--- config.mk ---
export PLATFORM = sky130hd
export DESIGN_NAME = dam_mapper
export DESIGN_NICKNAME = d
export VERILOG_FILES = /design/src/rtl/dam_pkg.sv /design/src/rtl/dam_decode.sv /design/src/rtl/dam_pm_wait.sv /design/src/rtl/dam_rdmux.sv /design/src/rtl/dam_mapper.sv
export SDC_FILE = /design/constraint.sdc
export NUM_CORES = 1
export LEC_CHECK = 0
export ABC_AREA = 0
export BUFFER_PORTS_ARGS = -buffer_cell sky130_fd_sc_hd__buf_2
export CAP_MARGIN = 40
export CORE_AREA = 4 4 74 76
export DETAILED_ROUTE_END_ITERATION = 7
export DIE_AREA = 0 0 78 80
export PLACE_DENSITY_LB_ADDON = 0.12
export SLEW_MARGIN = 30
export SYNTH_ARGS = -nofsm -noshare
export SYNTH_HDL_FRONTEND = slang
export SYNTH_SLANG_ARGS = --single-unit
--- constraint.sdc ---
create_clock -name clk -period 8.4 [get_ports clk]
set_input_delay 1.68 -clock clk [delete_from_list [all_inputs] [get_ports clk]]
set_output_delay 1.68 -clock clk [all_outputs]
set_load 0.005 [all_outputs]
--- src/rtl/dam_pkg.sv ---
package dam_pkg;
  // Offset boundaries inside one 128-byte bank
  localparam int CORE_N   = 12;   // core registers at 0x00..0x0B
  localparam int SFR_END  = 32;   // special registers up to 0x1F
  localparam int SFR_N    = SFR_END - CORE_N;
  localparam int GPR_BASE = 32;   // general RAM starts at 0x20
  localparam int COM_BASE = 112;  // common RAM at 0x70..0x7F

  typedef enum logic [2:0] {
    RG_HOLE, RG_CORE, RG_SFR, RG_GPR, RG_COM, RG_PM
  } region_t;
endpackage

--- src/rtl/dam_decode.sv ---
module dam_decode
  import dam_pkg::*;
#(
  parameter int BANK_W    = 5,
  parameter int OFF_W     = 7,
  parameter int PTR_W     = 16,
  parameter int PM_AW     = 13,
  parameter int LA_W      = 12,
  parameter int GPR_BYTES = 80,
  parameter int GPR_BANKS = 8
) (
  input  logic              indirect,
  input  logic [BANK_W-1:0] bank,
  input  logic [OFF_W-1:0]  offset,
  input  logic [PTR_W-1:0]  ptr,
  output region_t           region,
  output logic [LA_W-1:0]   loc_addr,
  output logic [PM_AW-1:0]  pm_addr
);
  localparam int HI_LSB  = BANK_W + OFF_W;
  localparam int HI_W    = PTR_W - 1 - HI_LSB;
  localparam int GPR_END = GPR_BASE + GPR_BYTES;

  logic [BANK_W-1:0] eff_bank;
  logic [OFF_W-1:0]  eff_off;
  logic              hi_bad;
  logic              to_pm;

  assign to_pm    = indirect & ptr[PTR_W-1];
  assign eff_bank = indirect ? ptr[HI_LSB-1:OFF_W] : bank;
  assign eff_off  = indirect ? ptr[OFF_W-1:0]      : offset;
  assign hi_bad   = indirect & (ptr[PTR_W-2:HI_LSB] != '0);
  assign pm_addr  = ptr[PM_AW-1:0];

  always_comb begin
    region = RG_HOLE;
    if (to_pm)                                region = RG_PM;
    else if (hi_bad)                          region = RG_HOLE;
    else if (int'(eff_off) < CORE_N)          region = RG_CORE;
    else if (int'(eff_off) < SFR_END)         region = RG_SFR;
    else if (int'(eff_off) >= COM_BASE)       region = RG_COM;
    else if (int'(eff_off) < GPR_END && int'(eff_bank) < GPR_BANKS)
                                              region = RG_GPR;
  end

  always_comb begin
    unique case (region)
      RG_CORE: loc_addr = LA_W'(eff_off);
      RG_SFR:  loc_addr = LA_W'(eff_bank) * LA_W'(SFR_N)
                        + (LA_W'(eff_off) - LA_W'(CORE_N));
      RG_GPR:  loc_addr = LA_W'(eff_bank) * LA_W'(GPR_BYTES)
                        + (LA_W'(eff_off) - LA_W'(GPR_BASE));
      RG_COM:  loc_addr = LA_W'(eff_off) - LA_W'(COM_BASE);
      default: loc_addr = '0;
    endcase
  end
endmodule

--- src/rtl/dam_pm_wait.sv ---
module dam_pm_wait (
  input  logic clk,
  input  logic rst_n,
  input  logic pm_rd,
  output logic stall
);
  logic wait_q;

  assign stall = pm_rd & ~wait_q;

  always_ff @(posedge clk or negedge rst_n) begin
    if (!rst_n) wait_q <= 1'b0;
    else        wait_q <= stall;
  end
endmodule

--- src/rtl/dam_rdmux.sv ---
module dam_rdmux #(
  parameter int DW = 8
) (
  input  logic          valid,
  input  logic          ready,
  input  logic          write,
  input  logic          hole,
  input  logic [DW-1:0] ret,
  output logic          rd_valid,
  output logic [DW-1:0] rd_data
);
  assign rd_valid = valid & ready & ~write;
  assign rd_data  = (rd_valid & ~hole) ? ret : '0;
endmodule

--- src/rtl/dam_mapper.sv ---
module dam_mapper
  import dam_pkg::*;
#(
  parameter int BANK_W    = 5,
  parameter int OFF_W     = 7,
  parameter int PTR_W     = 16,
  parameter int PM_AW     = 13,
  parameter int LA_W      = 12,
  parameter int DW        = 8,
  parameter int GPR_BYTES = 80,
  parameter int GPR_BANKS = 8
) (
  input  logic              clk,
  input  logic              rst_n,
  input  logic              acc_valid,
  output logic              acc_ready,
  input  logic              acc_indirect,
  input  logic              acc_write,
  input  logic [BANK_W-1:0] bank_sel,
  input  logic [OFF_W-1:0]  acc_offset,
  input  logic [PTR_W-1:0]  fsr_ptr,
  input  logic [DW-1:0]     ret_byte,
  output logic              sel_core,
  output logic              sel_sfr,
  output logic              sel_gpr,
  output logic              sel_com,
  output logic              sel_pm,
  output logic              wr_en,
  output logic [LA_W-1:0]   loc_addr,
  output logic [PM_AW-1:0]  pm_addr,
  output logic              stall,
  output logic              rd_valid,
  output logic [DW-1:0]     rd_data
);
  region_t region;
  logic    data_hit;
  logic    pm_rd;

  dam_decode #(
    .BANK_W(BANK_W), .OFF_W(OFF_W), .PTR_W(PTR_W), .PM_AW(PM_AW),
    .LA_W(LA_W), .GPR_BYTES(GPR_BYTES), .GPR_BANKS(GPR_BANKS)
  ) dec_i (
    .indirect (acc_indirect),
    .bank     (bank_sel),
    .offset   (acc_offset),
    .ptr      (fsr_ptr),
    .region   (region),
    .loc_addr (loc_addr),
    .pm_addr  (pm_addr)
  );

  assign pm_rd = acc_valid & (region == RG_PM) & ~acc_write;

  dam_pm_wait wait_i (
    .clk   (clk),
    .rst_n (rst_n),
    .pm_rd (pm_rd),
    .stall (stall)
  );

  assign acc_ready = ~stall;
  assign data_hit  = (region != RG_HOLE) & (region != RG_PM);

  assign sel_core = acc_valid & (region == RG_CORE);
  assign sel_sfr  = acc_valid & (region == RG_SFR);
  assign sel_gpr  = acc_valid & (region == RG_GPR);
  assign sel_com  = acc_valid & (region == RG_COM);
  assign sel_pm   = stall;
  assign wr_en    = acc_valid & acc_write & data_hit;

  dam_rdmux #(.DW(DW)) rd_i (
    .valid    (acc_valid),
    .ready    (acc_ready),
    .write    (acc_write),
    .hole     (region == RG_HOLE),
    .ret      (ret_byte),
    .rd_valid (rd_valid),
    .rd_data  (rd_data)
  );
endmodule

======== Word-level counts from Yosys, hierarchy flattened ========
Cells that the tools add are included.
operators by class
  magnitude comparators ................... 5
  add/subtract/negate cells ............... 5
  mux-type cells .......................... 10
  $mul .................................... 2
  equal/unequal tests ..................... 6
  reductions and logical operators ........ 4
  bitwise logic cells ..................... 19
operators with widths
  cell                                                                    number
  12-bit one-hot mux with 4 select lines                                  1
  5-bit by 3-bit multiplier with 8-bit output (second input constant)     2
  1-bit bitwise AND                                                       15
  3-bit two-way mux                                                       5
  10-bit by 12-bit adder with 12-bit output                               1
  12-bit adder                                                            1
  8-bit two-way mux                                                       1
  7-bit by 4-bit subtractor with 8-bit output (second input constant)     1
  7-bit by 6-bit subtractor with 8-bit output (second input constant)     1
  7-bit by 7-bit subtractor with 8-bit output (second input constant)     1
  7-bit >= comparator (second input constant)                             1
  7-bit by 4-bit < comparator with 1-bit output (second input constant)   1
  7-bit by 6-bit < comparator with 1-bit output (second input constant)   1
  7-bit < comparator (second input constant)                              1
  7-bit two-way mux                                                       1
  3-bit by 2-bit equality test with 1-bit output (second input constant)  2
  3-bit equality test (second input constant)                             2
  3-bit nonzero test                                                      2
  5-bit by 4-bit < comparator with 1-bit output (second input constant)   1
  5-bit two-way mux                                                       1
  1-bit inverter                                                          4
  3-bit by 1-bit equality test with 1-bit output (second input constant)  1
  3-bit zero test                                                         1
  3-bit inequality test (second input constant)                           1
  other kinds (2)                                                         2
storage, ports and cells
  bits in registers ....................... 1
  bits of input ports ..................... 41
  output and inout bits ................... 42

======== Longest topological paths before layout ========
  depth in word-level cells ............... 18
  gate-level depth with buffers ........... 16
  mapped depth without buffers ............ 14

======== Cells and area by module ========
Synthesis repeated with hierarchy kept, for this count alone.
second synthesis, totals
  cell total of the unflattened synthesis .. 224
  area, all modules ....................... 1766.7 µm²
modules (own cells, without submodules)
  module       area each (µm²)  cells an instance  times used  seq. area each (µm²)
  dam_decode   1556.5           200                1           0.0
  dam_mapper   91.3             11                 1           0.0
  dam_rdmux    80.1             11                 1           0.0
  dam_pm_wait  38.8             2                  1           25.0

======== Worst setup path before layout ========
No wires, ideal clock.
  path type ............................... input to output
  from .................................... input port acc_indirect
  to ...................................... output port loc_addr[10]
  setup slack ............................. 1.975 ns
  arrival time ............................ 4.745 ns
  cell stages on the path ................. 15
  cell sequence ........................... buf_6 > buf_8 > mux2i_1 > inv_1 > ha_1 > ha_1 > inv_1 > fa_1 > inv_1 > ha_1 > and2_1 > o21ai_0 > a31oi_1 > xor2_1 > a221o_1
between the ends
  word-level cells in the longest chain between the ends .. 11
  elaborated cells between the ends (all ways) .. 28
  those cells by class .................... add/sub (5); mul (2); order compare (5); eq/ne (4); mux (9); bitwise (2); reduce/logical (1)
ends and longest elaborated chain
  item                                                                   RTL line          text
  start: declaration                                                     dam_mapper.sv:17  input logic acc_indirect,
  parallel branches: the longest is 10 deep, another holds 12-bit adder  -
  12-bit one-hot mux with 4 select lines *                               dam_decode.sv:47  unique case (region)
  end: declaration                                                       dam_mapper.sv:29  output logic [LA_W-1:0] loc_addr,
Every way passes the cells marked *.

======== Worst setup path after layout ========
Ends and elaborated chain as after synthesis.

==> results.yml <==
critical_path:
  required_ns: 6.72
  crit_path_end_kind: "output pin"
  critPathKind: "in2out"
  startpoint_type: "input pin"
  critical_path_arrival_ns: 5.35
  worstPathMaxFanout: 17
grt:
  antenna_found_initial: 0
  track_usage: 0.1385
  overflow: 0
  grt_max_degree: 18
  grt_pass1_vias: 1573
  grt_pass1_wl_mm: 7.334
yosys:
  synth.top_cell.area_share: 0.2261
  synth.net_count: 283
  ys_seq_area_frac: 0.01507
  synth-edff-count: 0
  synth_cells: 209
  synth_area_per_cell_sq_um: 7.944
  synth_ff_type: "dfrtp_1"
  synthTopCellsByArea: "ha_1 23%, buf_4 6.3%, xnor2_1 5.3%, and2_1 4.9%, mux2i_1 4.2%"
  syn-cell-area_sq_um: 1660
  async_reset_ff_frac: 1.000
  synth.yosys.warnings: 0
  synth_area_leader_cell: "ha_1"
  synth_seq_cells: 1
  ys_types: 51
power_and_ir_drop:
  ir_drop_uv: 36.34
  p_total_mw: 0.2035
  cellLeakagePower_nw: 1.127
  power_density_nw_per_um2: 100.8
die:
  die_h_microns: 80
  start_util: 0.3515
  dieArea_sq_um: 6240
  die_w_microns: 78
  core.rowCount: 25
  ios: 83
  core-area_sq_um: 4723
timing:
  fmax_mhz: 142.3
  slew-limit-headroom: 0.6361
  final_max_slew_viol_count: 0
  hold_viol_final: 0
  post-route-period-util: 0.8365
  fin_skew_ns: 0
  finalSetupTns_ns: 0
  grt_setup_unrepaired: "no"
  period_needed_ns: 7.026
  tightest_slew_ns: 0.5399
  setup_viol_count_final: 0
clock_tree:
  hold_buffers: 0
  postCtsSetupRepairBufs: 0
  cts_resized: 0
  clk_pin_slew_ns: 0
  clkLatencyLatePin_ns: 0
detailed_routing:
  routedWlPerCell_microns: 13.01
  vias_per_cell: 4.733
  dr.pass1.iters: 4
  ant_nets: 0
  drc_errors: 0
  routed_wl_mm: 4.436
  vias: 1614
  dr.first_iter.drc_count: 35
placed_design:
  place_hpwl_mm: 3.948
  portBuffers: 82
  routabilityCongestion: 0.8945
final_layout:
  regMostFlops: "wait_i.wait_q"
  multi_input_area_sq_um: 1436
  final_nets: 350
  final_cell_mix: "82 x buf_2, 30 x ha_1, 17 x inv_1"
  final_common_cell: "buf_2"
  n_fill_cell: 502
  largestRegisters: "wait_i.wait_q x1"
  syn_to_final_growth_pct: 21.63
  antenna-diode-count: 0
  layout.area.seq_sq_um: 25.02
  drive_gt1_frac: 0.3504
  largest_register_ffs: 1
flow_run:
  cap_violations: 0
worst_hold_path:
  hold_class: "reg2reg"
run_status:
  status: "complete, no violations"
-- worst max-delay path: stages --
cell and delay (ns):
buf_2 0.35, mux2i_1 0.52, inv_1 0.19, ha_1 0.32, ha_1 0.16, inv_1 0.05
fa_1 0.48, inv_1 0.07, ha_1 0.36, and2_1 0.17, o21ai_0 0.20, a31oi_1 0.14
xor2_1 0.16, a221o_1 0.36, buf_2 0.13
-- per-layer routing --
layer	part of all wire	GRT usage	up-vias
met5	0	0	-
met4	0	0	0
met3	0.046	0.004515	0
met2	0.47	0.2449	45
met1	0.49	0.1983	703
li1	-	-	866
-- report_power, final --
| part | internal, mW | total, mW | switching [mW] |
|---|---|---|---|
| Clock | 0 | 0 | 0 |
| Combinational | 0.0922 | 0.198 | 0.106 |
| Sequential | 0.00503 | 0.00510 | 0.0000663 |
| Total | 0.0973 | 0.204 | 0.106 |
-- synth_stat cells, types with 3 or more instances --
library cell,number
ha_1,30
inv_1,17
nor2_1,15
buf_4,14
and2_1,13
o21ai_0,10
xnor2_1,10
nand2_1,9
a21oi_1,8
mux2i_1,7
nor3_1,5
xor2_1,5
a211oi_1,4
a21o_1,4
nor2b_1,4
a221o_1,3
fa_1,3
mux2_2,3
nand3_1,3
o21a_1,3
-- cells by family (layout without fill, tap and decap cells) --
logic type | count (synthesis) | count (layout) | synth area share
buffers and inverters | 34 | 99 | 0.1198
AO/OA/AOI/OAI | 53 | 53 | 0.2374
flip-flops | 1 | 1 | 0.01507
adder cells (fa/ha/maj) | 33 | 33 | 0.2622
XOR/XNOR | 15 | 15 | 0.07912
multiplexers | 12 | 12 | 0.07988
AND/OR/NAND/NOR | 61 | 61 | 0.2065
-- final timing paths --
path	cells past startpoint	slack, ns	endpoint	start
max in group asynchronous	1	6.86	wait_i.wait_q	rst_n
setup reg to reg	2	7.49	wait_i.wait_q	wait_i.wait_q
setup / recovery	15	1.37	loc_addr[10]	acc_indirect
min in group asynchronous	1	1.45	wait_i.wait_q	rst_n
hold reg to reg	2	0.56	wait_i.wait_q	wait_i.wait_q
hold / removal	2	0.56	wait_i.wait_q	wait_i.wait_q
-- area by class of cell --
class / count / area share
inverter: 17 / 0.03160
multi-input combinational: 174 / 0.7113
sequential: 1 / 0.01239
tap: 67 / 0.04151
timing repair buffer: 82 / 0.2032
-- through the flow --
| stage | hold slack (ns) | setup WS [ns] | cell area [sq um] | cells | util |
|---|---|---|---|---|---|
| 2_1_floorplan | 0.5651 | 1.975 | 1660 | 209 | - |
| 3_3_place_gp | 0.5559 | 1.422 | 2019 | 341 | 0.4276 |
| 3_5_place_dp | 0.5539 | 1.350 | 2019 | 341 | 0.4276 |
| 4_1_cts | 0.5579 | 1.330 | 2019 | 341 | 0.4276 |
| 5_1_grt | 0.6087 | 0.9986 | 2019 | 341 | 0.4276 |
| 6_report | 0.5639 | 1.374 | 2019 | 341 | 0.4276 |
No activity file was read; power rests on OpenSTA's default activity.
